<file path="config.mk">
export PLATFORM = sky130hd
export DESIGN_NAME = refmatch_timer
export DESIGN_NICKNAME = d
export VERILOG_FILES = /design/src/rtl/refmatch_pkg.sv /design/src/rtl/refmatch_ctrl.sv /design/src/rtl/refmatch_dp.sv /design/src/rtl/refmatch_timer.sv
export SDC_FILE = /design/constraint.sdc
export NUM_CORES = 1
export LEC_CHECK = 0
export CAP_MARGIN = 20
export CORE_ASPECT_RATIO = 1.1
export CORE_MARGIN = 5
export CORE_UTILIZATION = 52
export CTS_CLUSTER_DIAMETER = 50
export DETAILED_ROUTE_END_ITERATION = 7
export GPL_TIMING_DRIVEN = 0
export PLACE_DENSITY = 0.78
export REMOVE_ABC_BUFFERS = 1
export SLEW_MARGIN = 0
export SYNTH_ARGS = -nofsm -noshare
export SYNTH_HDL_FRONTEND = slang
export SYNTH_SLANG_ARGS = --single-unit
</file>
<file path="constraint.sdc">
create_clock -name clk -period 2 [get_ports clk]
set_input_delay 0.3 -clock clk [delete_from_list [all_inputs] [get_ports clk]]
set_output_delay 0.3 -clock clk [all_outputs]
set_load 0.1 [all_outputs]
</file>
<file path="src/rtl/refmatch_pkg.sv">
package refmatch_pkg;
  localparam logic [4:0] OFS_MODE  = 5'h00;
  localparam logic [4:0] OFS_REF   = 5'h04;
  localparam logic [4:0] OFS_CAP   = 5'h08;
  localparam logic [4:0] OFS_COUNT = 5'h0C;
  localparam logic [4:0] OFS_EVENT = 5'h11;

  typedef enum logic [2:0] {
    SEL_NONE, SEL_MODE, SEL_REF, SEL_CAP, SEL_COUNT, SEL_EVENT
  } regSel_e;

  typedef struct packed {
    logic    wrMode;
    logic    wrRef;
    logic    wrCap;
    logic    wrCount;
    logic    wrEvent;
    regSel_e rdSel;
  } tmrStrobe_t;
endpackage

</file>
<file path="src/rtl/refmatch_ctrl.sv">
module refmatch_ctrl
  import refmatch_pkg::*;
#(
  parameter int ADDR_W = 5
) (
  input  logic              wrEn,
  input  logic [ADDR_W-1:0] addr,
  output tmrStrobe_t        strb
);
  logic [4:0] ofs;
  assign ofs = 5'(addr);

  always_comb begin
    strb = '0;
    strb.rdSel = SEL_NONE;
    case (ofs)
      OFS_MODE:  begin strb.rdSel = SEL_MODE;  strb.wrMode  = wrEn; end
      OFS_REF:   begin strb.rdSel = SEL_REF;   strb.wrRef   = wrEn; end
      OFS_CAP:   begin strb.rdSel = SEL_CAP;   strb.wrCap   = wrEn; end
      OFS_COUNT: begin strb.rdSel = SEL_COUNT; strb.wrCount = wrEn; end
      OFS_EVENT: begin strb.rdSel = SEL_EVENT; strb.wrEvent = wrEn; end
      default:   strb.rdSel = SEL_NONE;
    endcase
  end
endmodule

</file>
<file path="src/rtl/refmatch_dp.sv">
module refmatch_dp
  import refmatch_pkg::*;
#(
  parameter int CNT_W   = 16,
  parameter int PRE_W   = 8,
  parameter int DIV_LOG = 4
) (
  input  logic             clk,
  input  logic             rstN,
  input  tmrStrobe_t       strb,
  input  logic [CNT_W-1:0] wrData,
  output logic [CNT_W-1:0] rdData,
  output logic             irq
);
  localparam int MODE_W = 8 + PRE_W;
  localparam int DIV_W  = PRE_W + DIV_LOG;

  logic [MODE_W-1:0] modeQ;
  logic [CNT_W-1:0]  refQ, capQ, countQ;
  logic [DIV_W-1:0]  preQ, preLimit;
  logic              evtRefQ;
  logic              enable, divSel, preRestart, tick, match, wipe;
  logic [PRE_W-1:0]  preVal;

  assign enable     = modeQ[0];
  assign divSel     = (modeQ[2:1] == 2'd2);
  assign preVal     = modeQ[MODE_W-1:8];
  assign preLimit   = divSel ? {preVal, {DIV_LOG{1'b1}}}
                             : {{DIV_LOG{1'b0}}, preVal};
  assign preRestart = strb.wrMode | strb.wrRef;
  assign tick       = enable & (preQ == preLimit) & ~preRestart;
  assign match      = tick & (countQ == refQ);
  assign wipe       = strb.wrMode & modeQ[0] & ~wrData[0];

  always_ff @(posedge clk) begin
    if (!rstN) preQ <= '0;
    else if (!enable || preRestart || preQ == preLimit) preQ <= '0;
    else preQ <= preQ + 1'b1;
  end

  always_ff @(posedge clk) begin
    if (!rstN || !enable) countQ <= '0;
    else if (strb.wrCount) countQ <= wrData;
    else if (tick) countQ <= (match && modeQ[3]) ? '0 : countQ + 1'b1;
  end

  always_ff @(posedge clk) begin
    if (!rstN) begin
      modeQ <= '0;
      refQ  <= '0;
      capQ  <= '0;
    end else begin
      if (strb.wrMode) modeQ <= wipe ? '0 : wrData[MODE_W-1:0];
      if (wipe) refQ <= '0;
      else if (strb.wrRef) refQ <= wrData;
      if (strb.wrCap) capQ <= wrData;
    end
  end

  always_ff @(posedge clk) begin
    if (!rstN) evtRefQ <= 1'b0;
    else if (match) evtRefQ <= 1'b1;
    else if (strb.wrEvent && wrData[1]) evtRefQ <= 1'b0;
  end

  assign irq = modeQ[4] & evtRefQ;

  always_comb begin
    case (strb.rdSel)
      SEL_MODE:  rdData = CNT_W'(modeQ);
      SEL_REF:   rdData = refQ;
      SEL_CAP:   rdData = capQ;
      SEL_COUNT: rdData = countQ;
      SEL_EVENT: rdData = {{(CNT_W-2){1'b0}}, evtRefQ, 1'b0};
      default:   rdData = '0;
    endcase
  end

  // disabled timer keeps counter and prescaler frozen at zero
  a_r5_held_when_off: assert property (@(posedge clk) disable iff (!rstN)
    (!modeQ[0] && $past(!modeQ[0])) |-> (countQ == '0 && preQ == '0));

  // the reference flag only rises after a matching tick
  a_r4_flag_on_match: assert property (@(posedge clk) disable iff (!rstN)
    $rose(evtRefQ) |-> $past(modeQ[0] && countQ == refQ));

  // restart mode returns the counter to zero after a match
  a_r4_restart_zero: assert property (@(posedge clk) disable iff (!rstN)
    (tick && countQ == refQ && modeQ[3] && !strb.wrCount) |=> (countQ == '0));

  // writing one to the reference event bit clears it
  a_r7_w1c: assert property (@(posedge clk) disable iff (!rstN)
    (strb.wrEvent && wrData[1] && !match) |=> !evtRefQ);

  // disabling an enabled timer wipes mode and reference
  a_r8_wipe: assert property (@(posedge clk) disable iff (!rstN)
    (strb.wrMode && modeQ[0] && !wrData[0]) |=> (modeQ == '0 && refQ == '0));
endmodule

</file>
<file path="src/rtl/refmatch_timer.sv">
module refmatch_timer
  import refmatch_pkg::*;
#(
  parameter int ADDR_W  = 5,
  parameter int CNT_W   = 16,
  parameter int PRE_W   = 8,
  parameter int DIV_LOG = 4
) (
  input  logic              clk,
  input  logic              rstN,
  input  logic              wrEn,
  input  logic [ADDR_W-1:0] addr,
  input  logic [CNT_W-1:0]  wrData,
  output logic [CNT_W-1:0]  rdData,
  output logic              irq
);
  tmrStrobe_t strb;

  refmatch_ctrl #(.ADDR_W(ADDR_W)) u_ctrl (
    .wrEn(wrEn), .addr(addr), .strb(strb)
  );

  refmatch_dp #(.CNT_W(CNT_W), .PRE_W(PRE_W), .DIV_LOG(DIV_LOG)) u_dp (
    .clk(clk), .rstN(rstN), .strb(strb), .wrData(wrData),
    .rdData(rdData), .irq(irq)
  );
endmodule

</file>
Word-level counts from Yosys, hierarchy flattened
Cells that the tools add are included.
Widths: inputs -> output; s select.
{"block": "totals", "wordCells": 56, "output_inout_bits": 17, "register_bits": 77, "in_bits": 24}
{"block": "classes", "n_addsub": 2, "eq_ne": 12, "n_reduce_logical": 12, "bitwise": 10, "mux": 14}
{"op": "$pmux 16 s5", "n": 1}
{"op": "$mux 16", "n": 4}
{"op": "$add 16x1->16 const B", "n": 1}
{"op": "$eq 16x16->1", "n": 1}
{"op": "$pmux 3 s5", "n": 1}
{"op": "$add 12x1->12 const B", "n": 1}
{"op": "$eq 12x12->1", "n": 1}
{"op": "$mux 12", "n": 1}
{"op": "$eq 5x4->1 const B", "n": 2}
{"op": "$mux 1", "n": 7}
{"op": "$and 1x1->1", "n": 6}
{"op": "$eq 3x2->1 const B", "n": 2}
{"op": "$eq 3x3->1 const B", "n": 2}
{"op": "$eq 5x3->1 const B", "n": 1}
{"op": "$eq 5x5->1 const B", "n": 1}
{"op": "$logic_not 5->1", "n": 1}
{"op": "$reduce_bool 2->1", "n": 2}
{"op": "$reduce_or 2->1", "n": 2}
{"op": "$eq 3x1->1 const B", "n": 1}
{"op": "$logic_or 1x1->1", "n": 3}
{"op": "$not 1->1", "n": 3}
{"op": "$eq 2x2->1 const B", "n": 1}
{"op": "$logic_and 1x1->1", "n": 2}
{"op": "$logic_not 1->1", "n": 2}
{"op": "$or 1x1->1", "n": 1}

Logic depth before layout (Yosys ltp)
Gate-level depths: netlist of run 1.
{"block": "depth", "ltp_word": 10, "mapped_depth": 9, "depth_no_buf": 8}

Modules after synthesis
A second synthesis of run 1 with hierarchy kept.
{"block": "unflattened", "cells_unflattened": 506, "area_unflattened_um2": 4319.1}
{"mod": "refmatch_dp", "instances": 1, "cells_each": 489, "area_per_inst_um2": 4207.8, "seq_area_each_um2": 1541.5}
{"mod": "refmatch_ctrl", "instances": 1, "cells_each": 17, "area_per_inst_um2": 111.4, "seq_area_each_um2": 0.0}

Worst setup path before layout of run 1
Ideal clock, no wire load.
{"block": "synth_timing", "kind": "in2out", "start": "input port addr[2]", "end": "output port rdData[1]", "n_path_buf": 1, "path_stages": 4, "path_slack_ns": -1.225, "required_ns": 1.700, "arrival_time_ns": 2.925, "path_cell_list": "clkbuf_1 nor2_1 nand4b_1 o21ai_0"}
{"block": "synth_via", "elab_chain_len": 4, "elab_cells_between_ends": 12, "classes_between": "eq/ne: 9; mux: 2; reduce/logical: 1"}
{"item": "start: declaration", "line": "refmatch_timer.sv:12", "rtl": "input logic [ADDR_W-1:0] addr,"}
{"item": "$eq 5x5->1 (tied with other cells)", "line": "refmatch_ctrl.sv:16", "rtl": "case (ofs)"}
{"item": "$pmux 3 s5 *", "line": "refmatch_ctrl.sv:16"}
{"item": "$eq 3x3->1 (tied with other cells)", "line": "refmatch_dp.sv:69", "rtl": "case (strb.rdSel)"}
{"item": "$pmux 16 s5 *", "line": "refmatch_dp.sv:69"}
{"item": "end: declaration", "line": "refmatch_timer.sv:14", "rtl": "output logic [CNT_W-1:0] rdData,"}
Mark *: on every way between the ends. The rest lies on a longest branch, timed or not.

Final worst setup path of run 1
{"block": "layout_timing", "start": "register u_dp.modeQ[9]", "end": "register u_dp.countQ[0]"}
{"block": "layout_via", "elab_chain_len": 9, "elab_cells_between_ends": 10, "classes_between": "eq/ne: 1; mux: 4; bitwise: 3; reduce/logical: 2"}
{"item": "start: declaration", "line": "refmatch_dp.sv:18", "rtl": "logic [MODE_W-1:0] modeQ;"}
{"item": "start signal: assignment", "line": "refmatch_dp.sv:53", "rtl": "if (strb.wrMode) modeQ <= wipe ? '0 : wrData[MODE_W-1:0];"}
{"item": "$mux 12 *", "line": "refmatch_dp.sv:28", "rtl": "assign preLimit = divSel ? {preVal, {DIV_LOG{1'b1}}}"}
{"item": "$eq 12x12->1 *", "line": "refmatch_dp.sv:31", "rtl": "assign tick = enable & (preQ == preLimit) & ~preRestart;"}
{"item": "$and 1x1->1 * (2 in series)", "line": "refmatch_dp.sv:31"}
{"item": "$and 1x1->1", "line": "refmatch_dp.sv:32", "rtl": "assign match = tick & (countQ == refQ);"}
{"item": "$logic_and 1x1->1", "line": "refmatch_dp.sv:44", "rtl": "else if (tick) countQ <= (match && modeQ[3]) ? '0 : countQ + 1'b1;"}
{"item": "$mux 16 (2 in series)", "line": "refmatch_dp.sv:44"}
{"item": "$mux 16", "line": "refmatch_dp.sv:43", "rtl": "else if (strb.wrCount) countQ <= wrData;"}
{"item": "end signal: assignment", "line": "refmatch_dp.sv:43"}
{"item": "end signal: assignment", "line": "refmatch_dp.sv:44"}
{"item": "end: declaration", "line": "refmatch_dp.sv:19", "rtl": "logic [CNT_W-1:0] refQ, capQ, countQ;"}
Mark *: on every way between the ends. The rest lies on a longest branch, timed or not. The select of a mux whose other input is x is not followed.
A chain may end at the register's enable or synchronous reset.

==> results of run 1 <==
-- cell usage after synthesis (all sizes together) (9+ instances only) --
master   n
dfxtp   77
nand2   66
nor2    35
xnor2   31
nand3   27
clkbuf  25
a21oi   23
a22oi   21
o21ai   20
nor2b   19
a21boi  17
and2    17
mux4    16
inv     13
nand4   11
a32oi    9
xor2     9
-- metrics by stage --
stage | total power, mW | hold slack [ns] | worst slack (ns)
global route | 3.174 | 0.3788 | -0.2433
CTS | 3.075 | 0.3818 | -0.1020
detailed placement | 1.767 | 0.4625 | -1.562
global placement | 1.757 | 0.4504 | -3.263
floorplan | 1.644 | 0.4147 | -0.9412
finish | 3.090 | 0.3609 | -0.1662
-- flip-flops by register name, summed over array words and instances (netlist names) --
register      flops
u_dp.capQ        16
u_dp.countQ      16
u_dp.modeQ       16
u_dp.refQ        16
u_dp.preQ        12
u_dp.evtRefQ      1
-- area by class of cell --
type	count	area, um2	share of cell area [%]
Tap cell	108	135.1	2.486
Clock inverter	4	72.57	1.335
Clock buffer	11	141.4	2.601
Multi-Input combinational cell	368	2784	51.22
Timing Repair Buffer	70	671.9	12.36
Sequential cell	77	1582	29.10
Inverter	13	48.80	0.8978
-- logic make-up after synthesis --
family / Yosys count / share of synthesized area [%]
compound gates: 105 / 16.84
xor+xnor: 40 / 8.373
fa+ha+maj: 2 / 0.5980
buf+inv: 43 / 4.276
flops: 77 / 36.84
mux: 19 / 9.330
simple gates: 202 / 23.74
-- metal layers --
metal / vias up / GRT usage, % / wire length, um
met5: - / 0 / 0
met3: 51 / 4.993 / 749
li1: 1851 / - / -
met4: 0 / 13.01 / 515
met1: 1937 / 30.06 / 4946
met2: 192 / 45.70 / 6750
-- worst paths after layout --
path	slack [ns]	startpoint	to
setup reg to reg	-0.17	u_dp.modeQ[9]	u_dp.countQ[0]
setup / recovery	-0.17	u_dp.modeQ[9]	u_dp.countQ[0]
hold reg to reg	0.47	u_dp.capQ[3]	u_dp.capQ[3]
hold / removal	0.36	addr[2]	u_dp.refQ[2]
-- where the power goes --
group	internal, mW	switching [mW]
Combinational	0.110	0.125
Sequential	1.53	0.00723
Clock	0.729	0.587
-- worst register-to-register path, cell delays in order (launching register included) --
cell and delay, ns:
sky130_fd_sc_hd__dfxtp_1 0.37, sky130_fd_sc_hd__or4_4 0.55, sky130_fd_sc_hd__a32o_2 0.29, sky130_fd_sc_hd__buf_6 0.15, sky130_fd_sc_hd__nor3_4 0.31, sky130_fd_sc_hd__mux2i_2 0.31
sky130_fd_sc_hd__o2bb2ai_2 0.08
-- placed cells by master, fill, tap and decap left out, types with 11 or more instances in the layout --
cell,count
sky130_fd_sc_hd__buf_4,27
sky130_fd_sc_hd__a21boi_0,16
sky130_fd_sc_hd__nor2b_1,16
sky130_fd_sc_hd__dfxtp_1,57
sky130_fd_sc_hd__a22oi_1,18
sky130_fd_sc_hd__nand3_1,25
sky130_fd_sc_hd__buf_6,14
sky130_fd_sc_hd__nand4_1,11
sky130_fd_sc_hd__and2_1,17
sky130_fd_sc_hd__nor2_1,33
sky130_fd_sc_hd__mux4_2,16
sky130_fd_sc_hd__clkdlybuf4s50_1,17
sky130_fd_sc_hd__nand2_1,64
sky130_fd_sc_hd__dfxtp_2,14
sky130_fd_sc_hd__inv_1,13
sky130_fd_sc_hd__a21oi_1,17
sky130_fd_sc_hd__xnor2_1,29
-- what timing repair did --
| action | 4_1_cts | 5_1_grt |
|---|---|---|
| setup buffers | 20 | 3 |
| endpoints found under the setup margin | 94 | 62 |
| pin swaps | 19 | 8 |
| hold buffers | 0 | 0 |
| gates resized for setup | 187 | 40 |
==> results list, run 1 <==
- The number of buffers and inverters on the critical path is 1.
- CP required: 2.24 ns
- The number of placed instances, taps included, is about 600.
- In this run the cell area of the synthesized design comes to ~4200 um2.
- Summed over all layers, the routed wires come to 12.96 mm.
- Derived from the worst setup path, the maximum achievable clock frequency is 461.6 MHz.
- In this run the biggest area consumer among cell types represents 36.84% of the synthesized area.
- Walking the worst path, the cells encountered are or4_4, a32o_2, buf_6, nor3_4, mux2i_2, o2bb2ai_2.
* Commonest register cell after synthesis: sky130_fd_sc_hd__dfxtp_1
- Sum of net half-perimeters after detailed placement: around 8 mm
- Shortest clock period the worst path allows after layout: 2.166 ns
- Global placement routability congestion: 0.8870
- The floorplan step defined a die boundary enclosing approximately 9900 um2.
- The detailed router finished its first iteration with 422 violations.
- Flip-flop and latch count after synthesis: 77
* Mapped Cells: between 400 and 500
- # diodes: 0
- Cell leakage power: around 1.8 nW
* Violations in the final reports: negative setup slack
- Worst IR Drop VDD: between 0.0003 and 0.0004 V
- DR DRC count: 0
- Unrepaired setup endpoints after global routing: true
- The first global-routing pass estimated ~21 mm of wire.
- Actual slew at the worst max-slew pin: between 0.7 and 0.8 ns
* Final Core Density: 69.06%
- Clock skew on the completed layout was measured at 0.007867 ns.
* Max-slew headroom at the worst pin: 47.83%
- Critical Path Slowest Stage Cell: sky130_fd_sc_hd__or4_4
- Fraction of layout instances using a drive strength above 1: 27.26%
- Summed negative setup slack over all endpoints: -1.542 ns
* Number of placed I/O pins: 41
- TritonCTS built the clock tree.
- Global-route usage over all layers: 26.31%
- After the flow finishes, the layout carries non-filler instances totaling between 600 and 700.
- The total count of max-transition violations in the final report is 0.
* Cell type with the largest total area after synthesis: sky130_fd_sc_hd__dfxtp_1
* Clock tree root buffer cell: sky130_fd_sc_hd__clkbuf_8
* Portion of the post-synthesis area used by sequential elements: 36.84%
* Total congestion overflow: 0
- Clock latency of the later-clocked register in the worst-skew pair: 0.35 ns
- Clock transition at path regs: 0.08 ns
- In this design, the largest share of critical-path delay is due to simple AND/OR/NAND/NOR gates.
* Fillers: 581
* Nets@finish: 565
- PortBufs: 40
* Number of warnings issued by yosys: 0
* Number of clock sinks: 77
- Die height: 104.1 um
* Critical path endpoint category: register
- Cell types occupying the most area after synthesis: sky130_fd_sc_hd__dfxtp_1 37%, sky130_fd_sc_hd__mux4_2 8.6%, sky130_fd_sc_hd__xnor2_1 6.5%, sky130_fd_sc_hd__nand2_1 5.9%, sky130_fd_sc_hd__a22oi_1 3.8%
- Share of flip-flops with an asynchronous set or reset: 0%
* Period Utilization, post-route: 108.3%
* Standard-cell rows: 34
- Vias: 4031
* Critical path peak fanout: 5
- Number of distinct library cells after synthesis: 44
- Starting density of the core: 53.16%
* Antenna violations before repair: 0
- Across the run, the number of max-cap violations was 0.
- Synthesis-to-layout area growth: 29.90%
- Worst Setup Slack, final: -0.1662 ns
* Count of nets left with antenna violations after detail routing: 0
* Post-synth EDFFs: 0
- Depth of the worst register-to-register path: 6
- Design area: 5435 um2
- Count of final setup violators: 16
- Power Dens Cells: 568.5 nW/um2
- Crit. path cell count: 6
- Post-synthesis area per instance: 8.574 um2
- The number of clock buffers added by TritonCTS is 9.
- STA classifies the critical path startpoint as a register.
- The tightest min-delay check is of the input pin to register type.
* Number of global-route vias before repair: 4091
- Result of the run: finished with violations
- Clock buffer depth: 2
- The critical path is of the register to register type.
- For the worst setup path, the data arrival time is 2.41 ns.
- Before antenna repair, the detailed router went through 8 iterations.
- Via count normalized by instance count: 6.192
- Post-DP Area: 4672 um2
- Pin count of the biggest net entering global routing: 38
- In the final routed layout, each cell accounts on average for 19.91 um.
- Total number of H-tree levels: 3
- Number of cells on the worst hold path: 3
- Hold violation count in the final report: 0
- CP peak stage delay: 0.55 ns
* Chip Width: approximately 96 um
- The total area inside the core boundary comes to 7870 um2.
Note: power is estimated with default switching activity, not from simulation.
==> inputs of run 2 (changes only) <==
- CAP_MARGIN: 20 -> 40
==> run 2 against run 1 <==
Effect of this change:
- the flow still finishes with violations (negative setup slack)
- critical path depth unchanged
- register-to-register slack got worse by 0.03 ns
- final cell count increased by 3.1%
- setup slack got worse by 0.029 ns
- largest cell class unchanged
==> results list, run 2 (synthesis gave the netlist of run 1 again) <==
- The final layout contains routed wiring with a total length of 14.26 mm.
- Clock latency of the later-clocked register in the worst-skew pair: 0.36 ns
* Chip Width: between 90 and 100 um
* Shortest clock period the worst path allows after layout: ~2.2 ns
* Result of the run: finished with violations
* Sum of net half-perimeters after detailed placement: about 8.5 mm
* Count of nets left with antenna violations after detail routing: 0
- Period Utilization, post-route: 109.7%
* Most common cell after layout, fill and taps aside: sky130_fd_sc_hd__nand2_1
- Global-route usage over all layers: 26.87%
- Global placement routability congestion: roughly 0.89
- Summed over all nets, the switching power comes to 0.7378 mW.
- The initial antenna violation count is 0.
- Static timing analysis puts the maximum clock frequency at between 400 and 500 MHz.
- The internal power of the cells totals 2.418 mW.
* Worst IR Drop VDD: just under 0.0004 V
- Pre-CTS worst setup slack: -1.473 ns
- CTS tree: built
- Data arrival time at the worst-slack endpoint: 2.43 ns
- The setup path with the least slack is of type register to register.
* Starting density of the core: 53.16%
- The floorplan has 34 rows.
- Total die area: 9942 um2
- Net Sw Frac: 23.38%
- Inserted Clock Buffers: 9
- The number of endpoints with negative hold slack in the final report came to 0.
- Vias: 4296
- DR DRC count: 0
* Startpoint Class: register
- Count of final setup violators: 16
- Via count normalized by instance count: 6.402
- Std-Cell Core Area: 7870 um2
- Number of placed I/O pins: 41
- Actual slew at the worst max-slew pin: slightly below 0.8 ns
- CP peak stage delay: 0.51 ns
- Clock buffer depth: 2
- Cell leakage power: approximately 2.0 nW
- Relative to the synthesized area, the layout overhead comes to 40.82%.
- The filler cells instantiated in the layout total 485.
* Number of global-route vias before repair: 4269
- Category of cells accounting for the largest share of critical-path delay: simple AND/OR/NAND/NOR gates
- Cell-by-cell trace of the critical path: or4_4, a32o_2, or3_4, buf_6, a22oi_2, o21ai_1
* Portion of total power attributed to combinational logic: 8.3%
- The clock network accounts for 43.2% of the total power.
- The tightest min-delay check is of the register to register type.
- For the worst setup path, the data required time is 2.23 ns.
* Clock tree root buffer cell: sky130_fd_sc_hd__clkbuf_8
- Clock transition at path regs: roughly 0.080 ns
- Global-route wire length before repair: 21.15 mm
* Violations in the final reports: negative setup slack
- In this run the number of H-tree levels came out at 3.
* Fraction of layout instances using a drive strength above 1: about a third
- The worst pin sits at a relative slew slack of 46.70%.
- The total count of max-transition violations in the final report is 0.
- # diodes: 0
* Starting DRC count in detailed routing: 414
- Across the run, the number of max-cap violations was 0.
- Nets@finish: about 580
* Pin count of the biggest net entering global routing: 22
* CTS Hold Buffers Added: 0
- Critical path endpoint category: register
- After layout, the worst setup slack is -0.1950 ns.
- Total power for the finished layout comes to 3.156 mW.
- In this run the power density over the cells is 535.6 nW/um2.
- The floorplan step set the die height to 104.1 um.
- PortBufs: 40
- Iteration count of the initial detailed-routing pass: 5
- Number of clock sinks: between 70 and 80
- The number of buffers and inverters on the critical path is 1.
* Unrepaired setup endpoints after global routing: true
- For this run the aggregate overflow at the end of global routing stands at 0.
- Dividing the detail-routed wire length by the instance count gives between 20 and 25 um.
- Sequential cells burn 48.4% of the power.
* Critical Path Slowest Stage Cell: sky130_fd_sc_hd__or4_4
* Most frequent cells in the layout: 64 x sky130_fd_sc_hd__nand2_1, 44 x sky130_fd_sc_hd__dfxtp_1, 32 x sky130_fd_sc_hd__nor2_1
- The clock arrives with 0.01040 ns of skew.
- Of all nets on the critical path, the largest fanout is 7.
run 2: cell types whose count changed in the layout (fill, tap and decap cells not counted), sizes merged:
| cell | delta |
|---|---|
| buf | +19 |
| clkbuf | -1 |
| clkdlybuf4s50 | +1 |
| clkinvlp | -1 |
| clkinv | +1 |
| dlygate4sd2 | +1 |
| clkdlybuf4s15 | -1 |
| bufbuf | +1 |
run 2: area by class of cell:
class                   count  area, um2  area share (%)
clock buffers              12      155.1           2.633
clock inverters             4      70.07           1.189
flip-flops and latches     77       1618           27.46
multi-input cells         368       2829           48.01
repair buffers             89       1036           17.58
inverters                  13      48.80          0.8282
well taps                 108      135.1           2.293
run 2: path summary, 6_finish.rpt:
kind / startpoint / endpoint / slack [ns] / cells past startpoint
worst min-delay path: u_dp.capQ[14] / u_dp.capQ[14] / 0.47 / 2
worst max register to register: u_dp.modeQ[8] / u_dp.countQ[5] / -0.19 / 6
worst max-delay path: u_dp.modeQ[8] / u_dp.countQ[5] / -0.19 / 6
worst min register to register: u_dp.capQ[14] / u_dp.capQ[14] / 0.47 / 2
run 2: worst register-to-register path, delay by kind of cell, from the launching register on:
kind            cells  cell delay (ns)
compound gates      3             0.54
buf+inv             1             0.16
flops               1             0.36
simple gates        2             1.01
run 2: layer usage:
layer | GRT usage, % | part of all wire [%]
met5 | 0 | 0
met2 | 45.70 | 51
met4 | 13.92 | 5.6
met1 | 30.81 | 37
met3 | 5.933 | 6.7
run 2: timing repair:
item,4_1_cts,5_1_grt
gates resized for setup,123,49
endpoints found under the setup margin,93,69
pin swaps,25,20
gates cloned,1,0
setup buffers,18,18
run 2: power groups by stage:
stage | registers (mW) | logic, mW | clock network, mW
2_1_floorplan | 1.58 | 0.0645 | 0
3_3_place_gp | 1.58 | 0.176 | 0
3_5_place_dp | 1.58 | 0.196 | 0
4_1_cts | 1.54 | 0.239 | 1.36
5_1_grt | 1.53 | 0.275 | 1.44
6_report | 1.53 | 0.263 | 1.36
run 2: per-stage QoR:
| stage | util, % | hold WS, ns | TNS [ns] | area (um2) | cells |
|---|---|---|---|---|---|
| CTS | 72.04 | 0.4671 | -2.378 | 5669 | 663 |
| global placement | 58.31 | 0.4504 | -254.94 | 4589 | 606 |
| detailed placement | 63.48 | 0.4570 | -95.70 | 4996 | 635 |
| floorplan | - | 0.4147 | -48.23 | 4054 | 458 |
| finish | 74.86 | 0.4671 | -2.273 | 5892 | 671 |
| global route | 74.86 | 0.4938 | -3.332 | 5892 | 671 |
